File: config.mk
export PLATFORM = sky130hd
export DESIGN_NAME = pcs_paged_pc
export DESIGN_NICKNAME = d
export VERILOG_FILES = /design/src/rtl/pcs_pkg.sv /design/src/rtl/pcs_retstack.sv /design/src/rtl/pcs_status.sv /design/src/rtl/pcs_pcgen.sv /design/src/rtl/pcs_paged_pc.sv
export SDC_FILE = /design/constraint.sdc
export NUM_CORES = 1
export LEC_CHECK = 0
export BUFFER_PORTS_ARGS = -buffer_cell sky130_fd_sc_hd__buf_2
export CAP_MARGIN = 20
export CORE_ASPECT_RATIO = 1.4
export CORE_MARGIN = 5
export CORE_UTILIZATION = 40
export DETAILED_ROUTE_END_ITERATION = 10
export GPL_TIMING_DRIVEN = 0
export PLACE_DENSITY = 0.7
export SKIP_CTS_REPAIR_TIMING = 1
export SLEW_MARGIN = 15
export SYNTH_ARGS = -nofsm -noshare
export SYNTH_HDL_FRONTEND = slang
export SYNTH_SLANG_ARGS = --single-unit
File: constraint.sdc
create_clock -name clk -period 3.4 [get_ports clk]
set_clock_uncertainty 0.1 [all_clocks]
set_input_delay 0.34 -clock clk [delete_from_list [all_inputs] [get_ports clk]]
set_output_delay 0.34 -clock clk [all_outputs]
set_load 0.005 [all_outputs]
File: src/rtl/pcs_pkg.sv
package pcs_pkg;
  localparam int PC_W   = 11;
  localparam int TGT_W  = 10;
  localparam int DATA_W = 8;

  // status bit positions (decoded by neighbouring logic)
  localparam int ST_PAGE = 5;
  localparam int ST_SEG  = 6;
  localparam int ST_TO   = 4;
  localparam int ST_PD   = 3;
  localparam int ST_Z    = 2;
  localparam int ST_DC   = 1;
  localparam int ST_C    = 0;

  localparam logic [DATA_W-1:0] STATUS_RST = 8'h18;

  typedef enum logic [1:0] {
    SEL_INC    = 2'd0,
    SEL_RET    = 2'd1,
    SEL_BRANCH = 2'd2,
    SEL_PCL    = 2'd3
  } pc_sel_e;
endpackage

File: src/rtl/pcs_retstack.sv
module pcs_retstack #(
  parameter int DEPTH = 8,
  parameter int AW    = 11
) (
  input  logic          clk,
  input  logic          rst_n,
  input  logic          push_i,
  input  logic          pop_i,
  input  logic [AW-1:0] push_data_i,
  output logic [AW-1:0] top_o
);
  localparam int SP_W = (DEPTH > 1) ? $clog2(DEPTH) : 1;

  logic [SP_W-1:0] sp_q, sp_d;
  logic [AW-1:0]   ent_q [DEPTH];
  logic [SP_W-1:0] rd_idx;

  always_comb begin
    sp_d = sp_q;
    if (pop_i)       sp_d = sp_q - 1'b1;
    else if (push_i) sp_d = sp_q + 1'b1;
  end

  always_ff @(posedge clk or negedge rst_n) begin
    if (!rst_n) sp_q <= '0;
    else        sp_q <= sp_d;
  end

  genvar gi;
  generate
    for (gi = 0; gi < DEPTH; gi++) begin : g_ent
      logic          wr_en;
      logic [AW-1:0] ent_d;
      always_comb begin
        wr_en = push_i && !pop_i && (sp_q == SP_W'(gi));
        ent_d = wr_en ? push_data_i : ent_q[gi];
      end
      always_ff @(posedge clk or negedge rst_n) begin
        if (!rst_n) ent_q[gi] <= '0;
        else        ent_q[gi] <= ent_d;
      end
    end
  endgenerate

  assign rd_idx = sp_q - 1'b1;
  assign top_o  = ent_q[rd_idx];

  // pointer steps by exactly one and wraps
  a_r6_push_step: assert property (@(posedge clk) disable iff (!rst_n)
    push_i && !pop_i |=> sp_q == $past(sp_q) + 1'b1);
  a_r6_pop_step: assert property (@(posedge clk) disable iff (!rst_n)
    pop_i |=> sp_q == $past(sp_q) - 1'b1);
  // a pushed value becomes the next top of stack
  a_r5_push_top: assert property (@(posedge clk) disable iff (!rst_n)
    push_i && !pop_i |=> top_o == $past(push_data_i));
endmodule

File: src/rtl/pcs_status.sv
module pcs_status
  import pcs_pkg::*;
(
  input  logic              clk,
  input  logic              rst_n,
  input  logic              stat_wr_i,
  input  logic [DATA_W-1:0] wdata_i,
  input  logic              sleep_i,
  input  logic              wdtc_i,
  input  logic              wdt_to_i,
  input  logic              alu_we_i,
  input  logic              alu_z_i,
  input  logic              alu_dc_i,
  input  logic              alu_c_i,
  output logic [DATA_W-1:0] status_o
);
  logic [DATA_W-1:0] st_q, st_d;
  logic              st_en;

  assign st_en = stat_wr_i | sleep_i | wdtc_i | wdt_to_i | alu_we_i;

  always_comb begin
    st_d = st_q;
    if (stat_wr_i) begin
      st_d[7]       = wdata_i[7];
      st_d[ST_SEG]  = wdata_i[ST_SEG];
      st_d[ST_PAGE] = wdata_i[ST_PAGE];
      st_d[ST_Z]    = wdata_i[ST_Z];
      st_d[ST_DC]   = wdata_i[ST_DC];
      st_d[ST_C]    = wdata_i[ST_C];
    end else if (alu_we_i) begin
      st_d[ST_Z]  = alu_z_i;
      st_d[ST_DC] = alu_dc_i;
      st_d[ST_C]  = alu_c_i;
    end
    if (wdt_to_i)              st_d[ST_TO] = 1'b0;
    else if (sleep_i | wdtc_i) st_d[ST_TO] = 1'b1;
    if (wdtc_i)                st_d[ST_PD] = 1'b1;
    else if (sleep_i)          st_d[ST_PD] = 1'b0;
  end

  always_ff @(posedge clk or negedge rst_n) begin
    if (!rst_n)     st_q <= STATUS_RST;
    else if (st_en) st_q <= st_d;
  end

  assign status_o = st_q;

  a_r8_to_clear: assert property (@(posedge clk) disable iff (!rst_n)
    wdt_to_i |=> !status_o[ST_TO]);
  a_r8_to_set: assert property (@(posedge clk) disable iff (!rst_n)
    (sleep_i || wdtc_i) && !wdt_to_i |=> status_o[ST_TO]);
  a_r9_pd_set: assert property (@(posedge clk) disable iff (!rst_n)
    wdtc_i |=> status_o[ST_PD]);
  a_r9_pd_clear: assert property (@(posedge clk) disable iff (!rst_n)
    sleep_i && !wdtc_i |=> !status_o[ST_PD]);
  a_r10_keep_flags: assert property (@(posedge clk) disable iff (!rst_n)
    stat_wr_i && !sleep_i && !wdtc_i && !wdt_to_i |=> $stable(status_o[ST_TO:ST_PD]));
  a_r11_write_wins: assert property (@(posedge clk) disable iff (!rst_n)
    stat_wr_i |=> status_o[ST_Z:ST_C] == $past(wdata_i[ST_Z:ST_C]));
endmodule

File: src/rtl/pcs_pcgen.sv
module pcs_pcgen
  import pcs_pkg::*;
(
  input  logic              clk,
  input  logic              rst_n,
  input  logic              jmp_i,
  input  logic              call_i,
  input  logic              ret_i,
  input  logic              pcl_wr_i,
  input  logic [TGT_W-1:0]  tgt_i,
  input  logic [DATA_W-1:0] wdata_i,
  input  logic              page_i,
  input  logic [PC_W-1:0]   pop_data_i,
  output logic [PC_W-1:0]   pc_o,
  output logic              push_o,
  output logic              pop_o,
  output logic [PC_W-1:0]   push_data_o
);
  localparam int HI_PAD = TGT_W - DATA_W;

  pc_sel_e         sel;
  logic [PC_W-1:0] pc_q, pc_d, pc_inc;

  always_comb begin
    if (ret_i)                sel = SEL_RET;
    else if (call_i || jmp_i) sel = SEL_BRANCH;
    else if (pcl_wr_i)        sel = SEL_PCL;
    else                      sel = SEL_INC;
  end

  assign pc_inc = pc_q + 1'b1;

  always_comb begin
    unique case (sel)
      SEL_RET:    pc_d = pop_data_i;
      SEL_BRANCH: pc_d = {page_i, tgt_i};
      SEL_PCL:    pc_d = {page_i, {HI_PAD{1'b0}}, wdata_i};
      default:    pc_d = pc_inc;
    endcase
  end

  always_ff @(posedge clk or negedge rst_n) begin
    if (!rst_n) pc_q <= '0;
    else        pc_q <= pc_d;
  end

  assign pc_o        = pc_q;
  assign pop_o       = (sel == SEL_RET);
  assign push_o      = call_i && !ret_i;
  assign push_data_o = pc_inc;

  a_r2_increment: assert property (@(posedge clk) disable iff (!rst_n)
    !jmp_i && !call_i && !ret_i && !pcl_wr_i |=> pc_q == $past(pc_q) + 1'b1);
  a_r3_branch: assert property (@(posedge clk) disable iff (!rst_n)
    (jmp_i || call_i) && !ret_i |=> pc_q == {$past(page_i), $past(tgt_i)});
  a_r4_pcl_write: assert property (@(posedge clk) disable iff (!rst_n)
    pcl_wr_i && !jmp_i && !call_i && !ret_i |=>
      pc_q == {$past(page_i), 2'b00, $past(wdata_i)});
  a_r7_ret_first: assert property (@(posedge clk) disable iff (!rst_n)
    ret_i |=> pc_q == $past(pop_data_i));
endmodule

File: src/rtl/pcs_paged_pc.sv
module pcs_paged_pc
  import pcs_pkg::*;
#(
  parameter int STACK_DEPTH = 8
) (
  input  logic              clk,
  input  logic              rst_n,
  input  logic              jmp_i,
  input  logic              call_i,
  input  logic              ret_i,
  input  logic              pcl_wr_i,
  input  logic              stat_wr_i,
  input  logic              sleep_i,
  input  logic              wdtc_i,
  input  logic              wdt_to_i,
  input  logic [TGT_W-1:0]  tgt_i,
  input  logic [DATA_W-1:0] wdata_i,
  input  logic              alu_we_i,
  input  logic              alu_z_i,
  input  logic              alu_dc_i,
  input  logic              alu_c_i,
  output logic [PC_W-1:0]   pc_o,
  output logic [DATA_W-1:0] status_o,
  output logic              seg_sel_o
);
  // reset: asynchronous assertion, synchronous release
  logic [1:0] rst_sync_q;
  logic       rst_n_int;

  always_ff @(posedge clk or negedge rst_n) begin
    if (!rst_n) rst_sync_q <= 2'b00;
    else        rst_sync_q <= {rst_sync_q[0], 1'b1};
  end
  assign rst_n_int = rst_sync_q[1];

  logic            push, pop;
  logic [PC_W-1:0] push_data, pop_data;
  logic [DATA_W-1:0] status;

  pcs_status u_status (
    .clk       (clk),
    .rst_n     (rst_n_int),
    .stat_wr_i (stat_wr_i),
    .wdata_i   (wdata_i),
    .sleep_i   (sleep_i),
    .wdtc_i    (wdtc_i),
    .wdt_to_i  (wdt_to_i),
    .alu_we_i  (alu_we_i),
    .alu_z_i   (alu_z_i),
    .alu_dc_i  (alu_dc_i),
    .alu_c_i   (alu_c_i),
    .status_o  (status)
  );

  pcs_pcgen u_pcgen (
    .clk         (clk),
    .rst_n       (rst_n_int),
    .jmp_i       (jmp_i),
    .call_i      (call_i),
    .ret_i       (ret_i),
    .pcl_wr_i    (pcl_wr_i),
    .tgt_i       (tgt_i),
    .wdata_i     (wdata_i),
    .page_i      (status[ST_PAGE]),
    .pop_data_i  (pop_data),
    .pc_o        (pc_o),
    .push_o      (push),
    .pop_o       (pop),
    .push_data_o (push_data)
  );

  pcs_retstack #(
    .DEPTH (STACK_DEPTH),
    .AW    (PC_W)
  ) u_stack (
    .clk         (clk),
    .rst_n       (rst_n_int),
    .push_i      (push),
    .pop_i       (pop),
    .push_data_i (push_data),
    .top_o       (pop_data)
  );

  assign status_o  = status;
  assign seg_sel_o = status[ST_SEG];

  // a return never disturbs the page-select bit
  a_r5_ret_keeps_page: assert property (@(posedge clk) disable iff (!rst_n_int)
    ret_i && !stat_wr_i |=> $stable(status_o[ST_PAGE]));
  // segment output mirrors its status bit
  a_r10_seg_out: assert property (@(posedge clk) disable iff (!rst_n_int)
    seg_sel_o == status_o[ST_SEG]);
endmodule

==> results.yml <==
run_status:
  status: "finished, final reports clean"
critical_path:
  endpoint_kind: "flip-flop"
  critPathTopFamily: "buffers and inverters"
  crit_path_cell_trace: "buf_6, buf_4, inv_1, ha_1, clkbuf_1, buf_2, mux4_1, mux2_2, nand2_1, o31ai_1"
  path_buf_inv: 5
  cp.required_ns: 3.52
  setup.worst_path.start_class: "flip-flop"
  r2r_cells: 10
  cp_max_fo: 10
  slowest_stage: "dfrtp_1"
  max_stage_delay_ns: 0.41
  reg2reg_to: "u_pcgen.pc_o[7]"
  cp-startpoint: "u_stack.sp_q[0]"
  worstReg2RegStart: "u_stack.sp_q[0]"
  crit_cells: 10
  crit_type: "flip-flop to flip-flop"
  cp-endpoint: "u_pcgen.pc_o[7]"
  cp_data_arrival_time_ns: 3.03
  r2r_slack_ns: 0.49
logic_synthesis:
  synth_cell_types: 42
  syn_area_per_cell_sq_um: 10.9
  synth_area_leaders: "dfrtp_1, o21ai_0, nand2_1"
  synth.top_cell.area_share_pct: 52.7
  yosysMostFrequentCell: "dfrtp_1"
  synth_ff_type: "dfrtp_1"
  ys_seq_area_share_pct: 53.7
  async_flop_share_pct: 100
  yosys_warnings: 0
  synth_edf_count: 0
  syn_area_sq_mm: 0.00522
  ys_seq_elements: 112
  syn_nets: 521
  synth_area_leader_cell: "dfrtp_1"
  synthTopCellsByCount: "dfrtp_1, nand2_1, o21ai_0"
  syn_inst: 481
pwr:
  p_per_area_mw_per_mm2: 927
  ir_worst_vdd_mv: 0.350
  p_leak_uw: 0.00273
sta:
  fin_tns_setup_ns: 0
  rsz0062_at_grt: "no"
  max_clock_freq_mhz: 343
  finalWorstSetupSlack_ns: 0.485
  max_slew_margin_pct: 46.4
  fin_crit_ns: 2.91
  setup_viol_count_final: 0
  finalHoldViolations: 0
  min_period_over_period_pct: 85.7
  slew_violations: 0
  worstMarginPinSlew_ns: 0.805
drt:
  vias: 3934
  avgRoutedWirePerCell_um: 18.6
  drt_iter0_drc: 305
  antenna_left: 0
  wirelength_um: 13000
  dr.pass1.iters: 5
  avgViaCountPerCell: 5.62
  drc: 0
layout:
  n_antenna_cell: 0
  drive_above_1_share_pct: 19.7
  area_growth_pct: 14.9
  n_fill_cell: 1142
  finalNetCount: 582
floorplanning:
  die_h_um: 145
  dieWidth_um: 107
  dieArea_sq_mm: 0.0155
  io_pins: 52
  coreArea_sq_mm: 0.0128
  floorplan.initialDensity_pct: 40.7
  rows: 49
clock_network:
  clk_pin_slew_worst_paths_ns: 0.07
  clock_sinks: 112
  clock-root-buffer: "clkbuf_16"
  clock_path_buffers: 2
  cts_tree: "yes"
  htreeDepth: 3
  clock_latency_ns: 0.35
  cts_buffers: 9
grt:
  grt_pass1_wl_um: 21100
  grtUsageTotal_pct: 17.3
  grt_start_max_net_pins: 60
  overflow: 0
  antenna_found_initial: 0
  grt_pass1_vias: 4122
worst_hold_path:
  hp-class: "primary input to flip-flop"
place:
  gp_congestion: 0.843
  dp_hpwl_um: 9570
  place.port_buffers: 48
  post-place-ws_ns: 0.498
run:
  max-cap-violations: 0
## cell families (layout without fill, tap and decap cells)
logic type	Yosys count	count (layout)	synth area share [%]
AO/OA/AOI/OAI	125	125	13.2
XOR/XNOR	7	7	1.17
multiplexers	43	43	14.4
adder cells (fa/ha/maj)	8	8	1.92
other	1	1	0.0718
buffers and inverters	41	107	3.76
AND/OR/NAND/NOR	144	144	11.7
flip-flops	112	112	53.7
## report_power, final
| group | internal (uW) | switching [uW] | leakage, uW |
|---|---|---|---|
| combinational | 1020 | 1180 | 0.00117 |
| clock | 595 | 487 | 0.000153 |
| sequential | 1900 | 378 | 0.00141 |
## cell usage in the layout, fill, tap and decap left out, types with 6 or more instances in the layout
cell	Yosys	routed
a21oi_1	8	8
buf_2	6	54
mux4_2	14	14
o21ai_0	94	94
ha_1	8	8
mux2i_1	7	7
inv_1	6	6
clkbuf_16	0	9
nand2_1	106	106
clkbuf_1	23	23
mux2_2	14	14
a32oi_1	6	6
mux4_1	8	8
nand3_1	8	8
nor2_1	10	10
dfrtp_1	110	109
## final cells by class
| class | count | area [sq um] | area share, % |
|---|---|---|---|
| inverter | 6 | 22.5 | 0.375 |
| clock inverter | 6 | 66.3 | 1.11 |
| sequential | 112 | 2810 | 46.8 |
| tap | 153 | 191 | 3.19 |
| clock buffer | 10 | 239 | 3.98 |
| timing repair buffer | 50 | 278 | 4.63 |
| multi-input combinational | 328 | 2220 | 37.0 |
| buffer | 35 | 174 | 2.90 |
## registers in the layout, indices dropped and copies added, names as in the netlist
register,count
u_status.status_o,8
rst_sync_q,2
u_stack.ent_q,88
u_pcgen.pc_o,11
u_stack.sp_q,3
## through the flow
stage	std cells	utilization, %	total power, uW	hold WS (ns)	instance area [sq um]
2_1_floorplan	481	-	3790	-0.0556	5220
3_3_place_gp	682	44.1	4370	0.0246	5650
3_5_place_dp	683	44.4	4490	0.0267	5680
4_1_cts	699	46.7	5570	-0.345	5990
5_1_grt	700	46.8	5920	0.00545	6000
6_report	700	46.8	5560	0.00377	6000
## worst min-delay path by stage
stage               cells after the start                    to     start
finish                                  2  u_status.status_o[4]  wdt_to_i
floorplan                               0         rst_sync_q[0]     rst_n
global route                            2  u_status.status_o[4]  wdt_to_i
detailed placement                      1         rst_sync_q[0]     rst_n
global placement                        1         rst_sync_q[0]     rst_n
CTS                                     1         rst_sync_q[1]     rst_n
## per-layer routing
layer,routed length (um),GRT usage [%],vias to the layer above,share of wire [%]
met5,0,0,-,0
met4,397,8.19,0,3.1
met3,632,2.49,28,4.9
met2,6880,30.7,127,53
met1,5100,20.3,1955,39
li1,-,-,1824,-
Note: power is estimated with default switching activity, not from simulation.
